[config.mk]
export PLATFORM = sky130hd
export DESIGN_NAME = line_gcm_engine
export DESIGN_NICKNAME = d
export VERILOG_FILES = /design/src/rtl/line_gcm_pkg.sv /design/src/rtl/gcm_ctr_former.sv /design/src/rtl/gcm_blk_xor.sv /design/src/rtl/gcm_gf_mul_serial.sv /design/src/rtl/line_gcm_engine.sv
export SDC_FILE = /design/constraint.sdc
export NUM_CORES = 2
export LEC_CHECK = 0
export BUFFER_PORTS_ARGS = -buffer_cell sky130_fd_sc_hd__buf_4
export CAP_MARGIN = 10
export CORE_AREA = 5 5 650 652
export CTS_BUF_LIST = sky130_fd_sc_hd__clkbuf_8
export CTS_CLUSTER_DIAMETER = 80
export DETAILED_ROUTE_END_ITERATION = 6
export DIE_AREA = 0 0 655 657
export GPL_TIMING_DRIVEN = 1
export MAX_ROUTING_LAYER = met4
export PLACE_DENSITY_LB_ADDON = 0.25
export SYNTH_ARGS = -nofsm -noshare
export SYNTH_HDL_FRONTEND = slang
export SYNTH_HIERARCHICAL = 1
export SYNTH_SLANG_ARGS = --single-unit
[constraint.sdc]
create_clock -name clk -period 2.8 [get_ports clk]
set_input_delay 0.28 -clock clk [delete_from_list [all_inputs] [get_ports clk]]
set_output_delay 0.28 -clock clk [all_outputs]
set_load 0.02 [all_outputs]
[src/rtl/line_gcm_pkg.sv]
package line_gcm_pkg;

    localparam int BLK_W  = 128;
    localparam int LINE_W = 512;
    localparam int NBLK   = LINE_W / BLK_W;
    localparam int SEL_W  = $clog2(NBLK);
    localparam int IV_W   = 32;
    localparam int ADDR_W = 32;
    localparam int CTR_W  = 56;
    localparam int IDX_W  = BLK_W - IV_W - ADDR_W - CTR_W;
    localparam int TAG_W  = 64;

    // reduction constant for the reflected field representation
    localparam logic [BLK_W-1:0] GF_RED = {8'hE1, {(BLK_W-8){1'b0}}};

    typedef enum logic [1:0] {
        ST_IDLE,
        ST_PAD,
        ST_MUL,
        ST_RES
    } eng_state_e;

    typedef struct packed {
        logic [IV_W-1:0]   iv;
        logic [ADDR_W-1:0] addr;
        logic [CTR_W-1:0]  ctr;
    } nonce_t;

    // multiply by x in the reflected representation
    function automatic logic [BLK_W-1:0] gf_times_x(input logic [BLK_W-1:0] v);
        return v[0] ? ((v >> 1) ^ GF_RED) : (v >> 1);
    endfunction

endpackage

[src/rtl/gcm_ctr_former.sv]
module gcm_ctr_former
    import line_gcm_pkg::*;
(
    input  nonce_t             nonce,
    input  logic [IDX_W-1:0]   idx,
    output logic [BLK_W-1:0]   blk
);
    assign blk = {nonce, idx};
endmodule

[src/rtl/gcm_blk_xor.sv]
module gcm_blk_xor
    import line_gcm_pkg::*;
(
    input  logic [LINE_W-1:0] line,
    input  logic [SEL_W-1:0]  sel,
    input  logic [BLK_W-1:0]  pad,
    output logic [BLK_W-1:0]  in_blk,
    output logic [BLK_W-1:0]  out_blk
);
    logic [BLK_W-1:0] blks [NBLK];

    generate
        for (genvar g = 0; g < NBLK; g++) begin : g_split
            assign blks[g] = line[g*BLK_W +: BLK_W];
        end
    endgenerate

    assign in_blk  = blks[sel];
    assign out_blk = in_blk ^ pad;
endmodule

[src/rtl/gcm_gf_mul_serial.sv]
module gcm_gf_mul_serial
    import line_gcm_pkg::*;
(
    input  logic             clk,
    input  logic             rst,
    input  logic             start,
    input  logic [BLK_W-1:0] a,
    input  logic [BLK_W-1:0] b,
    output logic             done,
    output logic [BLK_W-1:0] prod
);
    localparam int CNT_W = $clog2(BLK_W);

    logic [BLK_W-1:0] z_q, v_q, x_q;
    logic [CNT_W-1:0] cnt_q;
    logic             run_q, done_q;

    always_ff @(posedge clk) begin
        if (rst) begin
            z_q    <= '0;
            v_q    <= '0;
            x_q    <= '0;
            cnt_q  <= '0;
            run_q  <= 1'b0;
            done_q <= 1'b0;
        end else begin
            done_q <= 1'b0;
            if (start) begin
                z_q   <= '0;
                v_q   <= b;
                x_q   <= a;
                cnt_q <= '0;
                run_q <= 1'b1;
            end else if (run_q) begin
                if (x_q[BLK_W-1]) begin
                    z_q <= z_q ^ v_q;
                end
                v_q   <= gf_times_x(v_q);
                x_q   <= x_q << 1;
                cnt_q <= cnt_q + 1'b1;
                if (cnt_q == CNT_W'(BLK_W - 1)) begin
                    run_q  <= 1'b0;
                    done_q <= 1'b1;
                end
            end
        end
    end

    assign done = done_q;
    assign prod = z_q;
endmodule

[src/rtl/line_gcm_engine.sv]
module line_gcm_engine
    import line_gcm_pkg::*;
(
    input  logic              clk,
    input  logic              rst,
    input  logic              req_valid,
    output logic              req_ready,
    input  logic              req_decrypt,
    input  logic [LINE_W-1:0] req_line,
    input  logic [ADDR_W-1:0] req_addr,
    input  logic [CTR_W-1:0]  req_ctr,
    input  logic [IV_W-1:0]   req_iv,
    input  logic [BLK_W-1:0]  req_hkey,
    input  logic [TAG_W-1:0]  req_tag,
    output logic [BLK_W-1:0]  ctr_blk,
    output logic              pad_ready,
    input  logic              pad_valid,
    input  logic [BLK_W-1:0]  pad_data,
    output logic              res_valid,
    input  logic              res_ready,
    output logic [LINE_W-1:0] res_line,
    output logic [TAG_W-1:0]  res_tag,
    output logic              res_auth_fail,
    output logic              busy
);
    eng_state_e        state_q;
    logic [IDX_W-1:0]  idx_q;
    logic              dec_q;
    nonce_t            nonce_q;
    logic [BLK_W-1:0]  hkey_q;
    logic [TAG_W-1:0]  stag_q;
    logic [LINE_W-1:0] in_q;
    logic [LINE_W-1:0] out_q;
    logic [TAG_W-1:0]  mask_q;
    logic [BLK_W-1:0]  ghash_q;

    logic [SEL_W-1:0]  sel;
    logic [BLK_W-1:0]  in_blk, out_blk, cipher_blk;
    logic              pad_fire, data_fire, mul_done;
    logic [BLK_W-1:0]  mul_prod;

    gcm_ctr_former u_ctr (
        .nonce (nonce_q),
        .idx   (idx_q),
        .blk   (ctr_blk)
    );

    assign sel = SEL_W'(idx_q - IDX_W'(1));

    gcm_blk_xor u_xor (
        .line    (in_q),
        .sel     (sel),
        .pad     (pad_data),
        .in_blk  (in_blk),
        .out_blk (out_blk)
    );

    assign pad_fire   = (state_q == ST_PAD) && pad_valid;
    assign data_fire  = pad_fire && (idx_q != '0);
    assign cipher_blk = dec_q ? in_blk : out_blk;

    gcm_gf_mul_serial u_mul (
        .clk   (clk),
        .rst   (rst),
        .start (data_fire),
        .a     (ghash_q ^ cipher_blk),
        .b     (hkey_q),
        .done  (mul_done),
        .prod  (mul_prod)
    );

    always_ff @(posedge clk) begin
        if (rst) begin
            state_q <= ST_IDLE;
            idx_q   <= '0;
            dec_q   <= 1'b0;
            nonce_q <= '0;
            hkey_q  <= '0;
            stag_q  <= '0;
            in_q    <= '0;
            out_q   <= '0;
            mask_q  <= '0;
            ghash_q <= '0;
        end else begin
            unique case (state_q)
                ST_IDLE: begin
                    if (req_valid) begin
                        dec_q        <= req_decrypt;
                        nonce_q.iv   <= req_iv;
                        nonce_q.addr <= req_addr;
                        nonce_q.ctr  <= req_ctr;
                        hkey_q       <= req_hkey;
                        stag_q       <= req_tag;
                        in_q         <= req_line;
                        out_q        <= '0;
                        ghash_q      <= '0;
                        idx_q        <= '0;
                        state_q      <= ST_PAD;
                    end
                end
                ST_PAD: begin
                    if (pad_valid) begin
                        if (idx_q == '0) begin
                            mask_q <= pad_data[BLK_W-1 -: TAG_W];
                            idx_q  <= IDX_W'(1);
                        end else begin
                            out_q[sel*BLK_W +: BLK_W] <= out_blk;
                            state_q <= ST_MUL;
                        end
                    end
                end
                ST_MUL: begin
                    if (mul_done) begin
                        ghash_q <= mul_prod;
                        if (idx_q == IDX_W'(NBLK)) begin
                            state_q <= ST_RES;
                        end else begin
                            idx_q   <= idx_q + 1'b1;
                            state_q <= ST_PAD;
                        end
                    end
                end
                ST_RES: begin
                    if (res_ready) begin
                        state_q <= ST_IDLE;
                    end
                end
                default: state_q <= ST_IDLE;
            endcase
        end
    end

    assign busy          = (state_q != ST_IDLE);
    assign req_ready     = (state_q == ST_IDLE);
    assign pad_ready     = (state_q == ST_PAD);
    assign res_valid     = (state_q == ST_RES);
    assign res_line      = out_q;
    assign res_tag       = ghash_q[BLK_W-1 -: TAG_W] ^ mask_q;
    assign res_auth_fail = dec_q && (res_tag != stag_q);
endmodule

=== Word-level counts from Yosys, hierarchy flattened ===
Index checks and enable logic that the tools add are counted.

* Flip-flop bits (word level): 1932
* Latch bits: 0
* RAM bits: 0
* ROM bits: 0
* Bits of input ports: 958
* Output and inout bits: 709
* Logic and storage cells: 99
* Memories kept: 0

* Add/sub/neg operators: 4
* $mul: 0
* Divide/modulo/power cells: 0
* Magnitude comparators: 1
* Equality and inequality tests: 13
* Shifts and indexed selects: 2
* Mux-type cells: 34
* Bitwise operators: 7
* Reduce and logical (&&, ||, !) cells: 20

{| class="wikitable"
|+ Operators with widths
! cell !! number
|-
| 512-bit two-way mux || 3
|-
| 128-bit two-way mux || 10
|-
| 512-bit case mux with 2 select lines || 1
|-
| 512-bit bitwise mux || 1
|-
| 128-bit by 34-bit variable shift with 512-bit output, first input constant || 1
|-
| 128-bit by 34-bit indexed part select with 512-bit output || 1
|-
| 128-bit bitwise XOR || 3
|-
| 128-bit binary-select mux with 2-bit select || 1
|-
| 128-bit case mux with 2 select lines || 1
|-
| 64-bit inequality test || 1
|-
| 64-bit bitwise XOR || 1
|-
| 8-bit two-way mux || 5
|-
| 9-bit negator with 34-bit output || 1
|-
| 8-bit case mux with 3 select lines || 1
|-
| 2-bit two-way mux || 6
|-
| 8-bit by 1-bit adder with 8-bit output, second input constant || 1
|-
| 8-bit by 3-bit == test with 1-bit output, second input constant || 1
|-
| 8-bit zero test || 1
|-
| 2-bit by 1-bit inequality test with 1-bit output, second input constant || 4
|-
| 2-bit case mux with 4 select lines || 1
|-
| 2-bit nonzero test || 4
|-
| 8-bit nonzero test || 1
|-
| 7-bit by 1-bit adder with 7-bit output, second input constant || 1
|-
| 7-bit == test, second input constant || 1
|-
| 19 further kinds || 29
|}

=== Depth between registers and ports, before layout ===
* Depth after elaboration: 11
* Mapped depth: 12
* Depth with buffers taken out: 9

=== Modules after synthesis ===
The synthesis kept the hierarchy.

{| class="wikitable"
|+ Modules (own cells, without submodules)
! module !! instances !! cells an instance !! area each (um2)
|-
| line_gcm_engine || 1 || 7088 || 57830.5
|-
| gcm_gf_mul_serial || 1 || 1992 || 17314.1
|-
| gcm_blk_xor || 1 || 284 || 4230.3
|-
| gcm_ctr_former || 1 || 128 || 960.9
|}

=== Least setup slack after synthesis ===
OpenSTA, ideal clock, no wires.

* Path kind: register to register
* Start point: reg idx_q[0]
* End point: reg u_mul.x_q[10]
* Arrival time: 2.531 ns
* Path slack: 0.199 ns
* Cell stages (with the launch flop): 12
* Buffers on the path: 2
* Clock period less this slack: 2.601 ns
* Path through: dfxtp_1 inv_1 ha_1 inv_1 clkbuf_1 buf_2 mux4_2 xor2_1 mux2i_1 xnor2_1 nand2_1 a21oi_1

* Longest elaborated chain between the ends: 9

{| class="wikitable"
|+ RTL lines
! what !! RTL line !! source
|-
| start: declaration || line_gcm_engine.sv:27 || <nowiki>logic [IDX_W-1:0] idx_q;</nowiki>
|-
| start signal: assignment || line_gcm_engine.sv:118 || <nowiki>idx_q <= idx_q + 1'b1;</nowiki>
|-
| 2-bit by 1-bit subtractor with 2-bit output || line_gcm_engine.sv:48 || <nowiki>assign sel = SEL_W'(idx_q - IDX_W'(1));</nowiki>
|-
| named net sel[0] || line_gcm_engine.sv:37 || <nowiki>logic [SEL_W-1:0] sel;</nowiki>
|-
| 2-bit NOT with 3-bit output (not written as such) || gcm_blk_xor.sv:18 || <nowiki>assign in_blk = blks[sel];</nowiki>
|-
| 128-bit binary-select mux with 2-bit select || gcm_blk_xor.sv:18 ||
|-
| 128-bit two-way mux (not written as such) (2 in series) || gcm_blk_xor.sv:18 ||
|-
| named net in_blk[10] || line_gcm_engine.sv:38 || <nowiki>logic [BLK_W-1:0] in_blk, out_blk, cipher_blk;</nowiki>
|-
| 128-bit bitwise XOR || gcm_blk_xor.sv:19 || <nowiki>assign out_blk = in_blk ^ pad;</nowiki>
|-
| named net out_blk[10] || line_gcm_engine.sv:38 ||
|-
| 128-bit two-way mux || line_gcm_engine.sv:60 || <nowiki>assign cipher_blk = dec_q ? in_blk : out_blk;</nowiki>
|-
| 128-bit bitwise XOR || line_gcm_engine.sv:66 || <nowiki>.a (ghash_q ^ cipher_blk),</nowiki>
|-
| 128-bit two-way mux || gcm_gf_mul_serial.sv:28 || <nowiki>if (start) begin</nowiki>
|-
| end signal: assignment || gcm_gf_mul_serial.sv:39 || <nowiki>x_q <= x_q << 1;</nowiki>
|-
| end: declaration || gcm_gf_mul_serial.sv:14 || <nowiki>logic [BLK_W-1:0] z_q, v_q, x_q;</nowiki>
|}

The timed path passes the listed nets, and every way through them passes these cells. The select of a mux whose other input is x is not followed.
A chain may end at the register's enable or synchronous reset.

=== Final worst setup path ===
* Start point: reg stag_q[36]
* End point: out res_auth_fail

* Longest elaborated chain between the ends: 2

{| class="wikitable"
|+ RTL lines
! what !! RTL line !! source
|-
| start: declaration || line_gcm_engine.sv:31 || <nowiki>logic [TAG_W-1:0] stag_q;</nowiki>
|-
| start signal: assignment || line_gcm_engine.sv:93 || <nowiki>stag_q <= req_tag;</nowiki>
|-
| 64-bit inequality test || line_gcm_engine.sv:139 || <nowiki>assign res_auth_fail = dec_q && (res_tag != stag_q);</nowiki>
|-
| 1-bit logical AND || line_gcm_engine.sv:139 ||
|-
| end: declaration || line_gcm_engine.sv:23 || <nowiki>output logic res_auth_fail,</nowiki>
|}

Every way passes these cells.

==> summary.md <==
| Metric | Value |
|---|---|
| Slew margin rel. | 0.400 |
| Core area | 416000 sq um |
| Cells after DPL | 16300 |
| Most numerous cell in the Yosys netlist | nand2_1 |
| Number of cell rows | 237 |
| Boundary Pins | 1667 |
| CP Data Arrival Time | 3340 ps |
| Max_cap viols | 0 |
| GR peak layer | met2 |
| Synth unique cells | 51 |
| Post-synth top flop | dfxtp_1 |
| Worst slew pin tran | 900 ps |
| Syn avg cell area | 8.46 sq um |
| Most frequent cells after synthesis | 2757 x nand2_1, 1932 x dfxtp_1, 1611 x a21oi_1 |
| H-tree Lvls | 5 |
| Status | finished with violations |
| Sink Count | 1932 |
| FF+latch count, synth | 1932 |
| RSZ-0062 raised after global routing | yes |
| Cell area after layout | 130000 sq um |
| Root Buffer | clkbuf_8 |
| PortBufs | 1666 |
| Initial antenna violation count | 87 |
| Synth top area cells | dfxtp_1 48%, nand2_1 13%, a21oi_1 10% |
| Hold path cells | 4 |
| Met1 global-route usage | 0.241 |
| Post-synth top area share | 0.481 |
| Initial Util | 0.193 |
| Max clock buf depth | 4 |
| Die outline area | 430000 sq um |
| Cell Pwr Density | 715 nW/um^2 |
| Placed cell area | 101000 sq um |
| Asr flop ratio synth | 0 |
| Post-synth top area cell | dfxtp_1 |
| Final setup vio count | 1 |
| Total GRT Usage | 0.210 |
| CP Capture Type | primary output |
| Die span in x | 655 microns |
| TritonCTS clock tree | done |
| Vias in the first global route | 84600 |
| Die Y | 657 microns |
| Hold Fails Final Rpt | 0 |
| Setup WS post-layout | -818 ps |
| Final number of max-transition violations | 0 |
| Clk_lat worst skew | 1110 ps |
| DRT antenna net count | 0 |
| Area growth, synth to finish | 62.2% |
| Vias | 83600 |
| Total global routing overflow | 0 |
| Met3 Usage GRT | 0.0396 |
| Cells after Synth | 9492 |
| Share of layout cells above drive strength 1 | 0.243 |
| Drt wl/cell | 24.3 microns |
| Failing checks | negative setup slack |
| DRT Wirelength | 464000 microns |
| Min cycle time layout | 3620 ps |
| Fmax | 276 MHz |
| Clk slew on worst S/H paths | 60 ps |
| Critical Path RT | 2520 ps |
| Gp weighted congestion | 0.856 |
| Largest net degree at the start of global routing | 129 |
| HPWL Detailed | 340000 microns |
| Register area share after synthesis | 0.481 |
| M2 GR Usage | 0.349 |
| DR vias/cell | 4.38 |
| Leakage power | 52.0 nW |
| Synthesized cell area | 80300 sq um |
| Final period util | 1.29 |
| Residual DRC count | 0 |
| Drt pass-1 iters | 7 |
| R2R depth | 9 |
| First-pass GRT wire length | 639000 microns |
| Number of flops mapped to enable cells by yosys | 0 |
| Detailed Route Iter0 Violations | 6140 |
| # nets final | 14200 |
| CP Class | flop to primary output |
| Final Instance Count excl. Fillers | 19100 |
| Worst clock skew | 126 ps |
| Critical Path Fanout Max | 2 |
| Hold/Removal Path Class | input port to flop |
| Maximum VDD drop | 0.854 mV |
| Yosys warns | 6 |
| TritonCTS Buffers | 368 |
| Critical Path Start Type | flop |
| Post-Syn Nets | 10500 |
-- cells in the final DEF (no fill, tap or decap), types with 130 or more instances in the layout --
cell type,count
a21oi_1,1607
clkbuf_8,454
inv_1,130
xnor2_1,132
buf_4,2045
dlygate4sd3_1,2118
nand2_1,2756
xor2_1,312
nor2_1,273
dfxtp_1,1925
mux2_2,252
nand3_1,642
-- timing repair --
| item | 4_1_cts | 5_1_grt |
|---|---|---|
| setup buffers | 0 | 5 |
| cloned | 1 | 2 |
| hold buffers | 2118 | 0 |
| pin swaps | 5 | 1 |
| resized for setup | 35 | 18 |
| setup endpoints to repair | 18 | 393 |
| endpoints found under the hold margin | 1711 | 0 |
-- cells by family after synthesis --
logic type,share of synthesized area
buffers and inverters,0.0565
AO/OA/AOI/OAI,0.121
flip-flops,0.481
XOR/XNOR,0.0610
AND/OR/NAND/NOR,0.191
multiplexers,0.0874
adder cells (fa/ha/maj),0.00171
-- layout make-up --
cell class              instances  area, sq um
well taps                    5497         6880
inverters                       8         57.6
clock inverters               187         1290
repair buffers               4293        39200
diodes                         64          160
clock buffers                 454         6250
flip-flops and latches       1932        38700
multi-input cells            6654        37800
fillers                     43700       285000
-- sequential cells by signal (all words and copies together) (netlist names), 2 cells and up --
register and count:
ghash_q 128, in_q 512, stag_q 64, u_mul/x_q 128
hkey_q 128, nonce_q 120, mask_q 64, u_mul/prod 128
state_q 2, idx_q 8, u_mul/v_q 128, res_line 512
u_mul/cnt_q 7
-- final timing paths --
kind | startpoint | end | slack [ps]
setup / recovery | stag_q[36]$_SDFFE_PP0P_ | res_auth_fail | -820
hold / removal | req_hkey[26] | hkey_q[26]$_SDFFE_PP0P_ | 160
setup reg to reg | state_q[0]$_SDFFE_PP0P_ | in_q[158]$_SDFFE_PP0P_ | 90
hold reg to reg | hkey_q[100]$_SDFFE_PP0P_ | u_mul/v_q[100]$_SDFFE_PP0P_ | 420
-- routing by layer --
metal | share of wire | vias up
met2 | 0.48 | 2773
met3 | 0.059 | 808
met5 | 0 | -
met4 | 0.061 | 0
li1 | - | 39200
met1 | 0.40 | 40900
-- power breakdown --
group	total, mW	internal, mW	switching, mW
combinational	32.2	12.1	20.1
clock	29.2	15.6	13.5
sequential	31.8	30.0	1.80
-- stage by stage --
step                      hold slack (ps)  TNS (ps)  power (mW)  setup WS (ps)   util
after floorplan                       414         0        45.7            199      -
after global placement                439      -117        61.1           -117  0.243
after detailed placement              445      -105        61.1           -105  0.243
after CTS                          0.0906     -1690        94.0          -1060  0.313
after global routing                 51.9      -975        97.2           -970  0.313
final                                 158      -818        93.2           -818  0.313
-- worst max-delay path, cell delays in order, from the launching register on --
cell	delay (ps)
dfxtp_2	330
xnor3_2	460
nand4_1	260
nor4_4	270
buf_4	220
nand4_1	90
o31a_1	400
buf_6	180
Note: power is estimated with default switching activity, not from simulation.
